## config.mk

```make
export PLATFORM = sky130hd
export DESIGN_NAME = xmit_shifter
export DESIGN_NICKNAME = d
export VERILOG_FILES = /design/src/rtl/xmit_shifter_pkg.sv /design/src/rtl/fill_select.sv /design/src/rtl/shift_stage.sv /design/src/rtl/xmit_shifter.sv
export SDC_FILE = /design/constraint.sdc
export NUM_CORES = 1
export LEC_CHECK = 0
export BUFFER_PORTS_ARGS = -buffer_cell sky130_fd_sc_hd__buf_2
export CAP_MARGIN = 20
export CORE_UTILIZATION = 40
export DETAILED_ROUTE_END_ITERATION = 10
export HOLD_SLACK_MARGIN = 0.12
export PLACE_DENSITY = 0.68
export SYNTH_ARGS = -nofsm -noshare
export SYNTH_HDL_FRONTEND = slang
export SYNTH_HIERARCHICAL = 1
export SYNTH_SLANG_ARGS = --single-unit
```

## constraint.sdc

```tcl
create_clock -name clk_i -period 1.5 [get_ports clk_i]
set_input_delay 0.075 -clock clk_i [delete_from_list [all_inputs] [get_ports clk_i]]
set_output_delay 0.075 -clock clk_i [all_outputs]
set_load 0.02 [all_outputs]
```

## src/rtl/xmit_shifter_pkg.sv

```systemverilog
package xmit_shifter_pkg;
  // Encoding is {mode_b, mode_a}
  typedef enum logic [1:0] {
    FILL_ARITH = 2'b00,
    FILL_CARRY = 2'b01,
    FILL_ZERO  = 2'b10,
    FILL_ROT   = 2'b11
  } fill_mode_e;
endpackage

```

## src/rtl/fill_select.sv

```systemverilog
module fill_select
  import xmit_shifter_pkg::*;
(
  input  fill_mode_e mode_i,
  input  logic       dir_left_i,
  input  logic       carry_i,
  input  logic       msb_i,
  input  logic       lsb_i,
  output logic       fill_o
);
  always_comb begin
    unique case (mode_i)
      FILL_ROT:   fill_o = dir_left_i ? msb_i : lsb_i;
      FILL_CARRY: fill_o = carry_i;
      FILL_ZERO:  fill_o = 1'b0;
      default:    fill_o = dir_left_i ? 1'b0 : msb_i;
    endcase
  end
endmodule

```

## src/rtl/shift_stage.sv

```systemverilog
module shift_stage #(
  parameter int STAGE_W = 8
) (
  input  logic               clk_i,
  input  logic               rst_ni,
  input  logic               load_i,
  input  logic [STAGE_W-1:0] load_data_i,
  input  logic               shift_i,
  input  logic               dir_left_i,
  input  logic               ser_top_i,  // enters msb on right shift
  input  logic               ser_bot_i,  // enters lsb on left shift
  output logic [STAGE_W-1:0] q_o
);
  logic [STAGE_W-1:0] q_d;

  always_comb begin
    q_d = q_o;
    if (load_i)          q_d = load_data_i;
    else if (shift_i) begin
      if (dir_left_i)    q_d = {q_o[STAGE_W-2:0], ser_bot_i};
      else               q_d = {ser_top_i, q_o[STAGE_W-1:1]};
    end
  end

  always_ff @(posedge clk_i or negedge rst_ni) begin
    if (!rst_ni) q_o <= '0;
    else         q_o <= q_d;
  end

  assert_stage_hold_R3: assert property (@(posedge clk_i) disable iff (!rst_ni)
    (!load_i && !shift_i) |=> $stable(q_o));
endmodule

```

## src/rtl/xmit_shifter.sv

```systemverilog
module xmit_shifter
  import xmit_shifter_pkg::*;
#(
  parameter  int STAGE_W    = 8,
  parameter  int NUM_STAGES = 2,
  localparam int WIDTH      = STAGE_W * NUM_STAGES
) (
  input  logic             clk_i,
  input  logic             rst_ni,
  input  logic             load_i,
  input  logic [WIDTH-1:0] load_data_i,
  input  logic             shift_i,
  input  logic             dir_left_i,
  input  logic             mode_a_i,
  input  logic             mode_b_i,
  input  logic             carry_i,
  output logic [WIDTH-1:0] data_o
);
  fill_mode_e mode;
  logic       fill;
  logic [NUM_STAGES-1:0][STAGE_W-1:0] stage_q;

  assign mode = fill_mode_e'({mode_b_i, mode_a_i});

  fill_select u_fill (
    .mode_i     (mode),
    .dir_left_i (dir_left_i),
    .carry_i    (carry_i),
    .msb_i      (data_o[WIDTH-1]),
    .lsb_i      (data_o[0]),
    .fill_o     (fill)
  );

  for (genvar s = 0; s < NUM_STAGES; s++) begin : g_stage
    logic ser_top, ser_bot;
    if (s == NUM_STAGES - 1) begin : g_top
      assign ser_top = fill;
    end else begin : g_mid_top
      assign ser_top = stage_q[s+1][0];
    end
    if (s == 0) begin : g_bot
      assign ser_bot = fill;
    end else begin : g_mid_bot
      assign ser_bot = stage_q[s-1][STAGE_W-1];
    end

    shift_stage #(.STAGE_W(STAGE_W)) u_stage (
      .clk_i       (clk_i),
      .rst_ni      (rst_ni),
      .load_i      (load_i),
      .load_data_i (load_data_i[s*STAGE_W +: STAGE_W]),
      .shift_i     (shift_i),
      .dir_left_i  (dir_left_i),
      .ser_top_i   (ser_top),
      .ser_bot_i   (ser_bot),
      .q_o         (stage_q[s])
    );
  end

  assign data_o = stage_q;

  logic do_shift;
  assign do_shift = shift_i && !load_i;

  assert_load_R2: assert property (@(posedge clk_i) disable iff (!rst_ni)
    load_i |=> data_o == $past(load_data_i));
  assert_hold_R3: assert property (@(posedge clk_i) disable iff (!rst_ni)
    (!load_i && !shift_i) |=> $stable(data_o));
  assert_rshift_R4: assert property (@(posedge clk_i) disable iff (!rst_ni)
    (do_shift && !dir_left_i) |=> data_o[WIDTH-2:0] == $past(data_o[WIDTH-1:1]));
  assert_lshift_R5: assert property (@(posedge clk_i) disable iff (!rst_ni)
    (do_shift && dir_left_i) |=> data_o[WIDTH-1:1] == $past(data_o[WIDTH-2:0]));
  assert_rot_right_R6: assert property (@(posedge clk_i) disable iff (!rst_ni)
    (do_shift && !dir_left_i && mode_a_i && mode_b_i) |=> data_o[WIDTH-1] == $past(data_o[0]));
  assert_rot_left_R6: assert property (@(posedge clk_i) disable iff (!rst_ni)
    (do_shift && dir_left_i && mode_a_i && mode_b_i) |=> data_o[0] == $past(data_o[WIDTH-1]));
  assert_carry_right_R7: assert property (@(posedge clk_i) disable iff (!rst_ni)
    (do_shift && !dir_left_i && mode_a_i && !mode_b_i) |=> data_o[WIDTH-1] == $past(carry_i));
  assert_carry_left_R7: assert property (@(posedge clk_i) disable iff (!rst_ni)
    (do_shift && dir_left_i && mode_a_i && !mode_b_i) |=> data_o[0] == $past(carry_i));
  assert_zero_right_R8: assert property (@(posedge clk_i) disable iff (!rst_ni)
    (do_shift && !dir_left_i && !mode_a_i && mode_b_i) |=> !data_o[WIDTH-1]);
  assert_zero_left_R8: assert property (@(posedge clk_i) disable iff (!rst_ni)
    (do_shift && dir_left_i && !mode_a_i && mode_b_i) |=> !data_o[0]);
  assert_sign_right_R9: assert property (@(posedge clk_i) disable iff (!rst_ni)
    (do_shift && !dir_left_i && !mode_a_i && !mode_b_i) |=> $stable(data_o[WIDTH-1]));
  assert_zero_left_R9: assert property (@(posedge clk_i) disable iff (!rst_ni)
    (do_shift && dir_left_i && !mode_a_i && !mode_b_i) |=> !data_o[0]);
endmodule

```

Yosys cells after proc, flatten, opt, wreduce, memory -nomap -nowiden
Index checks and enable logic that the tools add are counted.
Storage, ports and cells
  bits in registers: 16
  latch bits: 0
  bits in writable memories: 0
  bits in read-only memories: 0
  input port bits: 24
  output and inout port bits: 16
  word-level logic and storage cells: 15
  memories: 0
Operators by class
  add/sub/neg operators: 0
  multiply operators: 0
  div/mod/pow operators: 0
  $lt $le $gt $ge: 0
  equal/unequal tests: 3
  shift-type cells: 0
  multiplexer cells: 9
  bitwise operators: 0
  reductions and logical operators: 1
Operators with widths (number)
  $mux 8: 6
  $eq 2x2->1 const B: 2
  $pmux 1 s3: 1
  $eq 2x1->1 const B: 1
  $mux 1: 2
  $reduce_bool 2->1: 1

Logic depth before layout (Yosys ltp)
  depth in word-level cells: 5
  gate-level depth with buffers: 4

By module
The synthesis kept the hierarchy.
Modules (own cells, without submodules)
  shift_stage: instances 2, cells an instance 44, area an instance 478.0 um^2, sequential area each 200.2 um^2
  fill_select: instances 1, cells an instance 5, area an instance 38.8 um^2, sequential area each 0.0 um^2

Least setup slack after synthesis
OpenSTA, ideal clock, no wires.
  path kind: register to register
  start: register g_stage[1].u_stage.q_o[7]
  end: register g_stage[0].u_stage.q_o[0]
  setup time: 0.087 ns
  arrival: 1.240 ns
  data required time: 1.413 ns
  path slack: 0.173 ns
  cell stages (with the launch flop): 5
  path buffers: 0
  cell sequence: dfrtp_1 -> or4b_1 -> nand4_1 -> mux2i_1 -> o211ai_1
Between the ends
  cells in the longest elaborated chain, start to end: 5
  elaborated cells on any way between the ends: 6
  classes of those cells: 6 x mux
RTL lines
  from (decl): RTL line shift_stage.sv:12  | output logic [STAGE_W-1:0] q_o
  from (signal assigned): RTL line shift_stage.sv:27  | else q_o <= q_d;
  $mux 1 (on tied branches): RTL line fill_select.sv:16, fill_select.sv:13
  $pmux 1 s3 *: RTL line fill_select.sv:12  | unique case (mode_i)
  via fill: RTL line xmit_shifter.sv:20  | logic fill;
  $mux 8 *: RTL line shift_stage.sv:20  | if (dir_left_i) q_d = {q_o[STAGE_W-2:0], ser_bot_i};
  $mux 8 *: RTL line shift_stage.sv:19  | else if (shift_i) begin
  $mux 8 *: RTL line shift_stage.sv:18  | if (load_i) q_d = load_data_i;
  to (signal assigned): RTL line shift_stage.sv:27
  to (decl): RTL line shift_stage.sv:12
Mark *: on every way through the listed nets, which the timed path passes. The rest lies on a longest branch. The select of a mux whose other input is x is not followed.
A chain may end at the register's enable or synchronous reset.

Worst setup path after layout
  start: register g_stage[1].u_stage.q_o[7]
  end: register g_stage[1].u_stage.q_o[7]
Between the ends
  cells in the longest elaborated chain, start to end: 5
  elaborated cells on any way between the ends: 6
  classes of those cells: 6 x mux
RTL lines (RTL line)
  $mux 1 (on tied branches): fill_select.sv:16, fill_select.sv:13
  $pmux 1 s3 *: fill_select.sv:12
  via fill: xmit_shifter.sv:20
  $mux 8 *: shift_stage.sv:20
  $mux 8 *: shift_stage.sv:19
  $mux 8 *: shift_stage.sv:18
Marked as above.

==> reports/qor.csv <==
stage,metric,value,unit
timing,finalClockSkew,0.00673,ns
job,maxCapViolCount,0,
worst_setup_path,critPathLaunch,g_stage[1].u_stage/q_o[7],
clocking,cts_max_level,1,
power_and_ir_drop,ir_drop,0.000511,V
route,wirelength,2440,um
power_and_ir_drop,power,1.10,mW
synth,seq_area_frac_synth,40.3,%
grt,grt_util_all_layers,20.2,%
synth,syn_area,995,um2
timing,min_period_over_period,87.7,%
run_status,status,"complete, no violations",
route,drt-initial-drc-count,12,
clocking,ctsLongestPathBuffers,2,
floorplanning,die_y,51.9,um
timing,worst_pin_slew,0.488,ns
worst_setup_path,cp_max_fo,5,
synth,synth.top_cell.area_share,40.3,%
clocking,cts.sink_count,16,
floorplanning,die_w,51.9,um
placed_design,dpl_cell_area,1190,um2
timing,hold_viol,0,
route,vias_per_cell,5.42,
floorplanning,io_pins,40,
route,vias,949,
synth,yosys.area.top_type,dfrtp_1,
worst_setup_path,r2r-start,g_stage[1].u_stage/q_o[7],
clocking,cts.root.buffer_cell,clkbuf_4,
synth,synthesis.nets,117,
route,route.detailed.drc,0,
clocking,insertion_delay,0.28,ns
timing,drv_slew,0,
timing,setup_tns,0,ns
timing,maxClockFrequency,760,MHz
clocking,cts_resized,0,
worst_setup_path,cp.required,1.70,ns
final_layout,num_antenna_cells,0,
synth,yosys_warnings,6,
floorplanning,coreArea,2280,um2
floorplanning,dieArea,2690,um2
worst_setup_path,crit_arrival,1.51,ns
grt,grt_pass1_vias,902,
worst_setup_path,path_class,reg -> reg,
placed_design,gp_congestion,0.729,
grt,grt_pass1_wl,4000,um
final_layout,largest_register_ffs,16,
synth,ys_types,14,
timing,setup_viol,0,
placed_design,portBuffers,39,
hold_path,hp-class,in -> async,
grt,grt_max_degree,35,
route,ant_nets,0,
synth,synth_cells,93,
final_layout,reg.largest.list,g_stage.u_stage/q_o (16),
clocking,cts_buffers,3,
synth,synthTopCellsByArea,"dfrtp_1 (40%), mux2i_1 (16%), or3b_2 (11%)",
power_and_ir_drop,p_per_area,792,nW/um2
power_and_ir_drop,leakage,0.660,nW
final_layout,nets,173,
floorplanning,rows,17,
grt,antenna_found_initial,0,
route,drt-pass1-iter-count,4,
timing,maxSlewHeadroom,67.5,%
clocking,cts.clk_slew.worst_paths,0.10,ns
floorplanning,initial_core_util,43.7,%
synth,syn_area_per_cell,10.7,um2
route,detail_route.wl_per_cell,13.9,um
final_layout,final_area,1380,um2
worst_setup_path,start_kind,register,
worst_setup_path,end_kind,register,
synth,ys_seq_elements,16,
final_layout,synthToLayoutAreaGrowth,39.0,%
placed_design,dp_hpwl,1560,um
timing,period_needed,1.32,ns
clocking,cts_tree,built,
final_layout,largest-register,g_stage.u_stage/q_o,
timing,rsz0062_at_grt,no,
final_layout,drive_above_1_share,40.1,%
grt,grt.overflow.total,0,
[where the power goes]
part	switching (mW)	leakage [nW]	internal, mW	total [mW]
combinational	0.178	0.451	0.164	0.342
clock	0.135	0.0138	0.0930	0.228
sequential	0.0483	0.196	0.478	0.526
total	0.361	0.660	0.734	1.10
[area by class of cell]
type,count,area [um2]
tap,28,35.0
sequential,16,400
clock buffer,3,22.5
fill,201,893
timing repair buffer,57,373
multi-input combinational,71,552
[kinds of logic after synthesis]
| group | Yosys count | share of synthesized area, % |
|---|---|---|
| DFF | 16 | 40.3 |
| AOI/OAI and AO/OA | 16 | 14.1 |
| buffers and inverters | 6 | 4.28 |
| and+or+nand+nor | 39 | 25.3 |
| muxes | 16 | 16.1 |
[worst max-delay path: stages (launching register included)]
cell and delay (ns):
dfrtp_1 0.40, or4b_1 0.46, nand4_1 0.14, mux2i_1 0.08, o211ai_1 0.16
[through the flow]
stage / instances / utilization [%] / setup slack (ns) / hold slack (ns)
2_1_floorplan: 93 / - / 0.173 / -0.221
3_3_place_gp: 155 / 52.3 / 0.257 / 0.0162
3_5_place_dp: 155 / 52.3 / 0.196 / 0.0144
4_1_cts: 175 / 60.7 / 0.171 / 0.247
5_1_grt: 175 / 60.7 / 0.0802 / 0.268
6_report: 175 / 60.7 / 0.185 / 0.223
[Yosys cell counts]
library cell and number:
or3b_2 12, or4b_1 1, nand4_1 2, buf_2 4, buf_6 2, dfrtp_1 16, nand2_1 16, or3b_1 4
mux2i_1 16, nand2b_1 2, nand4b_1 1, nand3b_1 1, o211ai_2 4, o211ai_1 12
[what timing repair did]
action,4_1_cts,5_1_grt
buffers inserted,0,0
hold buffers,17,0
endpoints found under the setup margin,0,0
hold endpoints to repair,32,0
[placed cells by master (no fill, tap or decap), types with 2 or more instances in the layout]
cell type / count
dlygate4sd3_1: 17
dfrtp_1: 16
mux2i_1: 16
nand2_1: 16
o211ai_1: 12
or3b_2: 12
nand4_1: 2
o211ai_2: 4
buf_2: 39
clkbuf_4: 3
or3b_1: 4
nand2b_1: 2
[routing by layer]
| metal | part of all wire, % | global-route usage, % | up-vias |
|---|---|---|---|
| li1 | - | - | 465 |
| met4 | 1.4 | 9.91 | 0 |
| met1 | 46 | 26.2 | 457 |
| met3 | 4.2 | 2.92 | 4 |
| met5 | 0 | 0 | - |
| met2 | 48 | 32.5 | 23 |
[path summary, 6_finish.rpt]
check	end	slack, ns	depth (start not counted)
max	g_stage[1].u_stage/q_o[7]	0.18	4
min	g_stage[0].u_stage/q_o[3]	0.22	2
max reg2reg	g_stage[1].u_stage/q_o[7]	0.18	4
min reg2reg	g_stage[1].u_stage/q_o[2]	0.64	2
max in group asynchronous	g_stage[1].u_stage/q_o[7]	1.01	2
min in group clk_i	g_stage[0].u_stage/q_o[7]	0.29	3
(Power assumes the default switching activity.)
